$ cat src/rtl/extbus_pkg.sv
package extbus_pkg;

  typedef enum logic [1:0] {
    CYC_IDLE  = 2'd0,
    CYC_FETCH = 2'd1,
    CYC_READ  = 2'd2,
    CYC_WRITE = 2'd3
  } cycKind_t;

  // Active-high strobes from control to datapath.
  typedef struct packed {
    logic load;   // this edge starts a machine cycle
    logic ale;
    logic psen;
    logic rd;
    logic wr;
  } busStrobes_t;

endpackage

$ cat src/rtl/extbus_ctrl.sv
module extbus_ctrl
  import extbus_pkg::*;
#(
  parameter int HALF_CLKS = 6   // clocks per half machine cycle, multiple of 6
) (
  input  logic        clk,
  input  logic        rst,
  input  logic        dblSpeed,
  input  logic        extFetch,
  input  logic        aleInhibit,
  input  logic        reqValid,
  input  logic        reqWrite,
  output busStrobes_t strb
);

  localparam int TW = $clog2(HALF_CLKS + 1);
  localparam logic [TW-1:0] HALF_SLOW = TW'(HALF_CLKS);
  localparam logic [TW-1:0] HALF_FAST = TW'(HALF_CLKS / 2);
  localparam logic [TW-1:0] ALE_SLOW  = TW'(HALF_CLKS / 3);
  localparam logic [TW-1:0] ALE_FAST  = TW'((HALF_CLKS / 2) / 3);
  localparam logic [TW-1:0] STB_SLOW  = TW'(HALF_CLKS / 2);
  localparam logic [TW-1:0] STB_FAST  = TW'((HALF_CLKS / 2) / 2);

  logic [TW-1:0] tick;
  logic          half;
  cycKind_t      kind;
  logic          dblQ, extQ, inhQ;

  logic [TW-1:0] halfLen, aleLim, stbStart;
  logic          lastTick, start, isData, isFetch, aleWin, stbWin, xfer;

  always_comb begin
    halfLen  = dblQ ? HALF_FAST : HALF_SLOW;
    aleLim   = dblQ ? ALE_FAST  : ALE_SLOW;
    stbStart = dblQ ? STB_FAST  : STB_SLOW;
    lastTick = (tick == halfLen - TW'(1));
    start    = (kind == CYC_IDLE) || (lastTick && half);
    isFetch  = (kind == CYC_FETCH);
    isData   = (kind == CYC_READ) || (kind == CYC_WRITE);
    aleWin   = (tick < aleLim);
    stbWin   = (tick >= stbStart);
    xfer     = isData && (half || stbWin);
  end

  always_ff @(posedge clk) begin
    if (rst) begin
      tick <= '0;
      half <= 1'b0;
      kind <= CYC_IDLE;
      dblQ <= 1'b0;
      extQ <= 1'b0;
      inhQ <= 1'b0;
    end else if (start) begin
      tick <= '0;
      half <= 1'b0;
      kind <= reqValid ? (reqWrite ? CYC_WRITE : CYC_READ) : CYC_FETCH;
      dblQ <= dblSpeed;
      extQ <= extFetch;
      inhQ <= aleInhibit;
    end else if (lastTick) begin
      tick <= '0;
      half <= 1'b1;
    end else begin
      tick <= tick + TW'(1);
    end
  end

  always_comb begin
    strb.load = start;
    strb.ale  = aleWin && ((isFetch && (extQ || !inhQ)) || (isData && !half));
    strb.psen = isFetch && extQ && stbWin;
    strb.rd   = xfer && (kind == CYC_READ);
    strb.wr   = xfer && (kind == CYC_WRITE);
  end

endmodule

$ cat src/rtl/extbus_datapath.sv
module extbus_datapath
  import extbus_pkg::*;
#(
  parameter int BYTE_W = 8
) (
  input  logic              clk,
  input  logic              rst,
  input  busStrobes_t       strb,
  input  logic              reqValid,
  input  logic              reqWide,
  input  logic [2*BYTE_W-1:0] codeAddr,
  input  logic [2*BYTE_W-1:0] dataPtr,
  input  logic [BYTE_W-1:0] riAddr,
  input  logic [BYTE_W-1:0] port2Latch,
  input  logic [BYTE_W-1:0] wrData,
  output logic              ale,
  output logic              psenN,
  output logic              rdN,
  output logic              wrN,
  output logic [BYTE_W-1:0] adLow,
  output logic [BYTE_W-1:0] addrHigh
);

  logic [BYTE_W-1:0] hiQ, loQ, wdQ;

  always_ff @(posedge clk) begin
    if (rst) begin
      hiQ <= '1;
      loQ <= '1;
      wdQ <= '1;
    end else if (strb.load) begin
      wdQ <= wrData;
      if (!reqValid) begin
        hiQ <= codeAddr[2*BYTE_W-1:BYTE_W];
        loQ <= codeAddr[BYTE_W-1:0];
      end else if (reqWide) begin
        hiQ <= dataPtr[2*BYTE_W-1:BYTE_W];
        loQ <= dataPtr[BYTE_W-1:0];
      end else begin
        hiQ <= port2Latch;
        loQ <= riAddr;
      end
    end
  end

  always_comb begin
    ale      = strb.ale;
    psenN    = ~strb.psen;
    rdN      = ~strb.rd;
    wrN      = ~strb.wr;
    addrHigh = hiQ;
    if (strb.ale)     adLow = loQ;
    else if (strb.wr) adLow = wdQ;
    else              adLow = '1;
  end

endmodule

$ cat src/rtl/extbus_strobe_seq.sv
module extbus_strobe_seq
  import extbus_pkg::*;
#(
  parameter int HALF_CLKS = 6,
  parameter int BYTE_W    = 8
) (
  input  logic                clk,
  input  logic                rst,
  input  logic                dblSpeed,
  input  logic                extFetch,
  input  logic                aleInhibit,
  input  logic                reqValid,
  input  logic                reqWrite,
  input  logic                reqWide,
  input  logic [2*BYTE_W-1:0] codeAddr,
  input  logic [2*BYTE_W-1:0] dataPtr,
  input  logic [BYTE_W-1:0]   riAddr,
  input  logic [BYTE_W-1:0]   port2Latch,
  input  logic [BYTE_W-1:0]   wrData,
  output logic                ale,
  output logic                psenN,
  output logic                rdN,
  output logic                wrN,
  output logic [BYTE_W-1:0]   adLow,
  output logic [BYTE_W-1:0]   addrHigh
);

  busStrobes_t strb;

  extbus_ctrl #(.HALF_CLKS(HALF_CLKS)) u_ctrl (
    .clk(clk), .rst(rst), .dblSpeed(dblSpeed), .extFetch(extFetch),
    .aleInhibit(aleInhibit), .reqValid(reqValid), .reqWrite(reqWrite),
    .strb(strb)
  );

  extbus_datapath #(.BYTE_W(BYTE_W)) u_dp (
    .clk(clk), .rst(rst), .strb(strb), .reqValid(reqValid), .reqWide(reqWide),
    .codeAddr(codeAddr), .dataPtr(dataPtr), .riAddr(riAddr),
    .port2Latch(port2Latch), .wrData(wrData),
    .ale(ale), .psenN(psenN), .rdN(rdN), .wrN(wrN),
    .adLow(adLow), .addrHigh(addrHigh)
  );

endmodule

$ cat config.mk
export PLATFORM = sky130hd
export DESIGN_NAME = extbus_strobe_seq
export DESIGN_NICKNAME = d
export VERILOG_FILES = /design/src/rtl/extbus_pkg.sv /design/src/rtl/extbus_ctrl.sv /design/src/rtl/extbus_datapath.sv /design/src/rtl/extbus_strobe_seq.sv
export SDC_FILE = /design/constraint.sdc
export NUM_CORES = 1
export LEC_CHECK = 0
export BUFFER_PORTS_ARGS = -buffer_cell sky130_fd_sc_hd__clkbuf_2
export CAP_MARGIN = 20
export CORE_MARGIN = 2
export CORE_UTILIZATION = 41
export DETAILED_ROUTE_END_ITERATION = 8
export GPL_ROUTABILITY_DRIVEN = 0
export PLACE_DENSITY = 0.75
export RECOVER_POWER = 50
export REMOVE_ABC_BUFFERS = 1
export SYNTH_ARGS = -nofsm -noshare
export SYNTH_HDL_FRONTEND = slang
export SYNTH_SLANG_ARGS = --single-unit
$ cat constraint.sdc
create_clock -name clk -period 2 [get_ports clk]
set_clock_uncertainty 0.15 [all_clocks]
set_input_delay 0.5 -clock clk [delete_from_list [all_inputs] [get_ports clk]]
set_output_delay 0.5 -clock clk [all_outputs]
set_load 0.03 [all_outputs]
# After elaboration in Yosys (flattened, before gate mapping)
# Index checks and enable logic that the tools add are counted.
# classes
n_reduce_logical	19
n_mux	11
n_lt_le_gt_ge	2
bitwise	3
eq_ne	4
add_sub_neg	2
# op_table
operator	count
8-bit two-way mux	6
1-bit logical AND	9
2-bit two-way mux	3
1-bit logical OR	5
2-bit equality test, second input constant	2
3-bit by 1-bit adder with 3-bit output, second input constant	1
3-bit equality test	1
3-bit >= comparator	1
3-bit less-than comparator	1
3-bit two-way mux	1
1-bit inverter	3
3-bit OR reduction	1
3-bit by 1-bit subtractor with 3-bit output, second input constant	1
2-bit by 1-bit equality test with 1-bit output, second input constant	1
1-bit logical NOT	2
2-bit logical NOT	1
2-bit OR reduction	1
1-bit two-way mux	1
# word_totals
input_bits	64
ff_bits	33

# Logic depth before layout (Yosys ltp)
# Gate-level depths: netlist (run 1).
# logic_depth
depth_word	7
depth_mapped	8
ltp_nobuf	6

# Modules after synthesis
# A second synthesis (run 1) with hierarchy kept.
# unflattened
hier_cells	200
area_unflattened_um2	1905.6
# modules_own_cells
module	n_inst	area_per_inst_um2	cells_per_inst	seq_area_each_um2
extbus_datapath	1	1401.3	141	480.5
extbus_ctrl	1	504.2	59	180.2

# Least setup slack after synthesis (run 1)
# OpenSTA, ideal clock, no wires.
# synth_path
path_type	reg-to-output
from	register u_ctrl.dblQ
to	output adLow[0]
arrival_time_ns	2.012
path_slack_ns	-0.662
path_stages_with_launch	6
path_cell_list	dfxtp_1 -> ha_1 -> a2111o_1 -> nand3_1 -> nor2_1 -> mux2i_1
# synth_via
elab_chain_cells	7
elab_cells_between_ends	10
# synth_lines
item	line	rtl
start, declared	extbus_ctrl.sv:27	logic dblQ, extQ, inhQ;
start signal, assigned	extbus_ctrl.sv:57	dblQ <= dblSpeed;
2-bit two-way mux	extbus_ctrl.sv:35	stbStart = dblQ ? STB_FAST : STB_SLOW;
3-bit >= comparator	extbus_ctrl.sv:41	stbWin = (tick >= stbStart);
1-bit logical OR	extbus_ctrl.sv:42	xfer = isData && (half || stbWin);
1-bit logical AND	extbus_ctrl.sv:42	
1-bit logical AND	extbus_ctrl.sv:73	strb.wr = xfer && (kind == CYC_WRITE);
8-bit two-way mux	extbus_datapath.sv:53	else if (strb.wr) adLow = wdQ;
8-bit two-way mux (*)	extbus_datapath.sv:52	if (strb.ale) adLow = loQ;
end, declared	extbus_strobe_seq.sv:24	output logic [BYTE_W-1:0] adLow,
# Every way passes the cells marked *; elsewhere a longest branch is shown, timed or not.

# Final worst setup path (run 1)
# layout_path
from	register u_ctrl.tick[1]
to	output adLow[1]
# layout_via
elab_chain_cells	6
elab_cells_between_ends	8
# layout_lines
item	line	rtl
start, declared	extbus_ctrl.sv:24	logic [TW-1:0] tick;
start signal, assigned	extbus_ctrl.sv:64	tick <= tick + TW'(1);
3-bit >= comparator	extbus_ctrl.sv:41	
1-bit logical OR	extbus_ctrl.sv:42	
1-bit logical AND	extbus_ctrl.sv:42	
1-bit logical AND	extbus_ctrl.sv:73	
8-bit two-way mux	extbus_datapath.sv:53	
8-bit two-way mux (*)	extbus_datapath.sv:52	
# Marked as above.

==> out/metrics.yaml, run 1 <==
timing:
  timing.final.ws_setup_ns: -0.583
  finalCritPeriodShare_pct: 129
  min_period_ns: 2.58
  hold_violations: 0
  setup_viol: 39
  maxSlewViolCount: 0
  rsz0062_at_grt: "yes"
  fmax_ghz: 0.387
  maxSlewHeadroom_pct: 72.0
  timing.hold.ws_ns: 0.296
  worst_pin_slew_ns: 0.418
synthesis:
  synth-async-reset-ratio_pct: 0
  synth_area_um2: 1740
  synth_edf_count: 0
  synth_cell_types: 25
  synth.most_common_cell: "a21oi_1"
  synth-seq-cells: 33
  ys_top_cells_by_count: "a21oi_1 (35), dfxtp_1 (33), nor2_1 (32)"
  netlist_top_cells_area: "dfxtp_1 (38%), mux2i_1 (16%), a21oi_1 (10%)"
  synthCells: 220
  yosys_warnings: 0
  ys_seq_area_share_pct: 38.0
  synth_top_cell_area_share_pct: 38.0
  yosysTopAreaCell: "dfxtp_1"
  ys.flop_type: "dfxtp_1"
  syn_avg_cell_area_um2: 7.90
place:
  dp.cells: 357
  post-place-ws_ns: -0.373
  hpwl_um: 3500
  io_buffers: 83
finish:
  fin_nets: 396
  fillers: 266
  syn_to_final_growth_pct: 76.1
  num_antenna_cells: 0
  instances_no_fill: 379
  drive_gt1_share_pct: 54.1
floorplan:
  dieArea_um2: 4780
  rows: 23
  num_io_pins: 84
  fp.dieW_um: 69.1
  start_util_pct: 43.1
  core_area_um2: 4030
  fp.dieH_um: 69.1
clocking:
  clk_latency_ns: 0.29
  htreeDepth: 2
  clock_sinks: 33
  clkSlewWorstSetupHoldPaths_ns: 0.06
  clockBufferDepth: 2
  cts_made_buffers: 5
  cts-root-buf: "clkbuf_8"
  cts_tree: "yes"
  cts_hold_buf: 0
critical_path:
  crit_cells: 7
  critPathBufInv: 2
  path_max_fanout: 7
  end_kind: "primary output"
  cp.required_ns: 1.35
  cp-endpoint: "adLow[1]"
  slowest_stage: "a2111o_1"
  critPathMaxStageDelay_ns: 0.39
  startpoint: "u_ctrl.tick[1]"
  r2r_setup_slack_ns: -0.23
  critical_path_arrival_ns: 1.93
  critPathLaunchType: "register"
  crit_family: "compound AO/OA/AOI/OAI gates"
  r2r-end: "u_dp.loQ[6]"
  path_cells: "ha_4 -> a2111o_1 -> nand3_2 -> buf_6 -> nor2_4 -> mux2i_1 -> buf_4"
  rr_startpoint: "u_ctrl.tick[1]"
  reg2reg_depth: 9
  path_class: "reg2out"
grt:
  grt_pass1_wl_um: 9280
  grt_usage_pct: 24.4
  grt_max_degree: 21
  grt_pass1_vias: 2049
  grt_overflow: 0
  antenna_found_initial: 0
job:
  cap_violations: 0
routing:
  viasPerCell: 5.27
  ant_nets: 0
  avgRoutedWirePerCell_um: 15.9
  routed_wl_um: 6040
  vias: 1999
  drtIter0Drc: 103
  dr.pass1.iters: 4
  drc_errors: 0
status:
  violations: "setup timing"
  status: "complete, but fails checks"
hold_path:
  hold_class: "in2reg"
  min_path_cells: 3
pwr:
  power.leakage_nw: 1.39
  report.power.total_mw: 2.08
  ir_drop_uv: 403
  power_density_nw_per_um2: 681
[stage by stage]
stage | cell area (um^2) | utilization [%] | TNS (ns)
after global routing | 3060 | 76.0 | -11.73
after global placement | 2300 | 57.2 | -3.07
final | 3060 | 76.0 | -9.68
after CTS | 2910 | 72.3 | -9.32
after floorplan | 1640 | - | -24.28
after detailed placement | 2300 | 57.2 | -4.40
[kinds of logic after synthesis]
family	synth area share (%)
adders and majority gates	2.16
buffers and inverters	8.42
AOI/OAI and AO/OA	20.2
muxes	15.6
DFF	38.0
xor gates and xnor gates	1.51
and+or+nand+nor	14.1
[worst min-delay path, cell delays in order]
cell	delay (ns)
clkbuf_2	0.07
mux2i_1	0.05
nor2_1	0.07
[registers in the layout, summed over array words and instances (netlist names)]
register and count:
u_ctrl.tick 3, u_ctrl.extQ 1, u_dp.addrHigh 8, u_ctrl.inhQ 1
u_ctrl.dblQ 1, u_dp.loQ 8, u_dp.wdQ 8, u_ctrl.half 1
u_ctrl.kind 2
[how the worst min path moves through the flow]
stage	startpoint	endpoint
finish	dblSpeed	u_ctrl.dblQ
CTS	aleInhibit	u_ctrl.inhQ
detailed placement	u_dp.loQ[5]	u_dp.loQ[5]
global placement	u_dp.addrHigh[2]	u_dp.addrHigh[2]
global route	aleInhibit	u_ctrl.inhQ
floorplan	u_dp.loQ[0]	u_dp.loQ[0]
[power breakdown]
| part | internal [mW] | total (mW) | switching (mW) |
|---|---|---|---|
| clock network | 0.273 | 0.513 | 0.240 |
| logic | 0.390 | 0.789 | 0.399 |
| registers | 0.723 | 0.782 | 0.0591 |
[what timing repair did]
action | 4_1_cts | 5_1_grt
buffers inserted | 10 | 3
gates cloned | 6 | 0
resized for setup | 73 | 50
pin swaps | 24 | 20
setup endpoints to repair | 40 | 41
[metal layers]
metal,vias up,track usage (%),routed length (um)
met5,-,0,0
met4,0,13.5,145
met3,9,4.97,309
met2,78,44.7,3230
met1,932,25.9,2350
li1,980,-,-
[final cells by class]
cell class / count / area (um^2) / share of cell area, %
multi-input combinational: 158 / 1280 / 41.8
timing repair buffer: 119 / 921 / 30.1
sequential: 33 / 667 / 21.8
clock buffer: 7 / 86.3 / 2.82
tap: 50 / 62.6 / 2.04
inverter: 12 / 45.0 / 1.47
[cells in the final DEF (no fill, tap or decap), types with 2 or more instances in the layout]
cell type and instances:
buf_4 28, nand2_1 11, inv_1 10, clkbuf_2 65, a21oi_2 16, dfxtp_1 30
buf_8 5, nor3_1 2, nor2_4 2, buf_12 4, mux2i_1 26, nor3_4 8
o21ai_2 14, dfxtp_2 2, xnor2_1 3, ha_1 2, nor2_1 29, clkbuf_8 7
o21ai_1 6, buf_16 5, a21oi_1 11, buf_6 5, clkbuf_1 7, a21oi_4 8
o21ai_0 8
Note: power is estimated with default switching activity, not from simulation.
==> inputs of run 2 (changes only) <==
--- a/config.mk
+++ b/config.mk
@@ -8,12 +8,13 @@
 export BUFFER_PORTS_ARGS = -buffer_cell sky130_fd_sc_hd__clkbuf_2
 export CAP_MARGIN = 20
 export CORE_MARGIN = 2
-export CORE_UTILIZATION = 41
+export CORE_UTILIZATION = 43
 export DETAILED_ROUTE_END_ITERATION = 8
 export GPL_ROUTABILITY_DRIVEN = 0
-export PLACE_DENSITY = 0.75
+export PLACE_DENSITY = 0.77
 export RECOVER_POWER = 50
 export REMOVE_ABC_BUFFERS = 1
 export SYNTH_ARGS = -nofsm -noshare
 export SYNTH_HDL_FRONTEND = slang
+export SYNTH_HIERARCHICAL = 1
 export SYNTH_SLANG_ARGS = --single-unit
==> out/metrics.yaml, run 2 <==
critical_path:
  critPathMaxStageDelay_ns: 0.34
  path_max_fanout: 5
  critPathLaunchType: "register"
  end_kind: "primary output"
  slowest_stage: "dfxtp_2"
  critPathBufInv: 2
  path_cells: "ha_4 -> a211o_1 -> o21ai_2 -> nor2_4 -> inv_2 -> o31a_1 -> clkbuf_4"
  path_class: "reg2out"
  cp.required_ns: 1.35
  crit_family: "compound AO/OA/AOI/OAI gates"
  critical_path_arrival_ns: 1.91
floorplan:
  start_util_pct: 44.1
  rows: 24
  dieArea_um2: 4980
  core_area_um2: 4320
  fp.dieW_um: 70.6
  fp.dieH_um: 70.6
  num_io_pins: 84
synthesis:
  yosys_warnings: 6
  ys.flop_type: "dfxtp_1"
  synth_top_cell_area_share_pct: 34.7
  yosysTopAreaCell: "dfxtp_1"
  synth_edf_count: 0
  synth_area_um2: 1910
  netlist_top_cells_area: "dfxtp_1 (35%), mux2i_1 (10%), nor4b_1 (7.4%)"
  synth-async-reset-ratio_pct: 0
  synth-seq-cells: 33
  ys_seq_area_share_pct: 34.7
  synth_cell_types: 34
  synthCells: 200
  synth.most_common_cell: "dfxtp_1"
  syn_avg_cell_area_um2: 9.53
  ys_top_cells_by_count: "dfxtp_1 (33), mux2i_1 (19), nor3_1 (16), nor4b_1 (16), a211oi_2 (10)"
pwr:
  ir_drop_uv: 416
  power_density_nw_per_um2: 701
  power.switching_mw: 0.701
  clockPowerShare_pct: 23.0
  seqPwrFrac_pct: 37.5
  power.leakage_nw: 1.30
  p_int_mw: 1.40
  pwr-share-comb_pct: 39.5
  p_sw_share_pct: 33.4
finish:
  num_antenna_cells: 0
  final_cell_mix: "clkbuf_2 (63), dfxtp_1 (30), buf_4 (25)"
  drive_gt1_share_pct: 52.9
  fillers: 329
  final_area_um2: 3000
  fin_nets: 374
  final_common_cell: "clkbuf_2"
  instances_no_fill: 360
  finish.utilization_pct: 69.4
  syn_to_final_growth_pct: 57.4
timing:
  min_period_ns: 2.56
  setup_viol: 24
  hold_violations: 0
  rsz0062_at_grt: "yes"
  maxSlewHeadroom_pct: 63.1
  worst_pin_slew_ns: 0.554
  timing.final.ws_setup_ns: -0.559
  fmax_ghz: 0.391
  finalCritPeriodShare_pct: 128
  maxSlewViolCount: 0
hold_path:
  hold_class: "in2reg"
routing:
  dr.pass1.iters: 4
  avgRoutedWirePerCell_um: 15.3
  vias: 1933
  viasPerCell: 5.37
  drtIter0Drc: 64
  drc_errors: 0
  routed_wl_um: 5490
  ant_nets: 0
status:
  violations: "setup timing"
  status: "complete, but fails checks"
place:
  io_buffers: 83
  post-place-ws_ns: -0.419
  dpl_cell_area_um2: 2490
  dp.cells: 344
  hpwl_um: 3610
job:
  cap_violations: 0
grt:
  grt_max_degree: 17
  grt_overflow: 0
  grt_usage_pct: 21.5
  antenna_found_initial: 0
  grt_pass1_wl_um: 8540
  grt_pass1_vias: 1852
clocking:
  clock_sinks: 33
  clkSlewWorstSetupHoldPaths_ns: 0.07
  htreeDepth: 2
  clk_latency_ns: 0.28
  clockBufferDepth: 2
  cts_made_buffers: 5
  cts_tree: "yes"
  cts_hold_buf: 0
  cts-root-buf: "clkbuf_8"
## run 2: metrics by stage
stage                     setup TNS [ns]  power, mW  hold WS, ns
final                              -5.88       2.10        0.273
after global routing               -8.15       2.21        0.271
after CTS                          -5.60       2.01        0.267
after detailed placement           -6.35       1.44        0.313
after global placement             -4.71       1.43        0.297
after floorplan                   -28.41       1.14        0.280
## run 2: final cells by class
type / count / area (um^2) / area share (%)
inverter: 10 / 37.5 / 1.25
sequential: 33 / 664 / 22.2
timing repair buffer: 117 / 786 / 26.2
clock buffer: 8 / 80.1 / 2.67
multi-input combinational: 139 / 1360 / 45.3
timing repair inverter: 1 / 7.51 / 0.250
tap: 52 / 65.1 / 2.17
## run 2: layer usage
layer / track usage (%) / share of wire (%) / vias up
met3: 4.56 / 5.1 / 5
met1: 27.5 / 44 / 917
li1: - / - / 955
met2: 36.6 / 50 / 56
met5: 0 / 0 / -
met4: 6.29 / 0.89 / 0
## run 2: timing repair
item,4_1_cts,5_1_grt
gates resized for setup,49,35
pin swaps,6,5
cloned,1,1
setup buffers,4,4
endpoints found under the hold margin,0,0
setup endpoints to repair,35,20
## run 2: worst reg2reg max path, cell delays in order (launching register included)
cell and delay [ns]:
dfxtp_2 0.34, ha_4 0.24, buf_4 0.13, buf_6 0.11
nor3b_4 0.22, a21oi_2 0.09, inv_2 0.13, buf_6 0.15
buf_6 0.10, nor2b_2 0.03, a211o_1 0.27
## run 2: cells by family after synthesis
| family | count (synthesis) | synth area share (%) |
|---|---|---|
| flip-flops | 33 | 34.7 |
| AND/OR/NAND/NOR | 68 | 22.1 |
| multiplexers | 19 | 9.98 |
| adder cells (fa/ha/maj) | 3 | 1.97 |
| AO/OA/AOI/OAI | 47 | 21.8 |
| buffers and inverters | 28 | 8.14 |
| XOR/XNOR | 2 | 1.31 |
## run 2: power groups by stage
stage / sequential, mW / clock, mW / combinational [mW]
after detailed placement: 0.794 / 0 / 0.646
final: 0.788 / 0.484 / 0.830
after CTS: 0.785 / 0.497 / 0.732
after global routing: 0.797 / 0.525 / 0.892
after global placement: 0.793 / 0 / 0.638
after floorplan: 0.823 / 0 / 0.321
## run 2: final timing paths
path / end / slack (ns) / from / cells after the start
setup reg to reg: u_dp/wdQ[2] / -0.10 / u_ctrl/tick[1] / 10
hold reg to reg: u_ctrl/inhQ / 0.32 / u_ctrl/inhQ / 2
setup / recovery: adLow[6] / -0.56 / u_ctrl/tick[1] / 7
hold / removal: u_dp/wdQ[5] / 0.27 / wrData[5] / 2
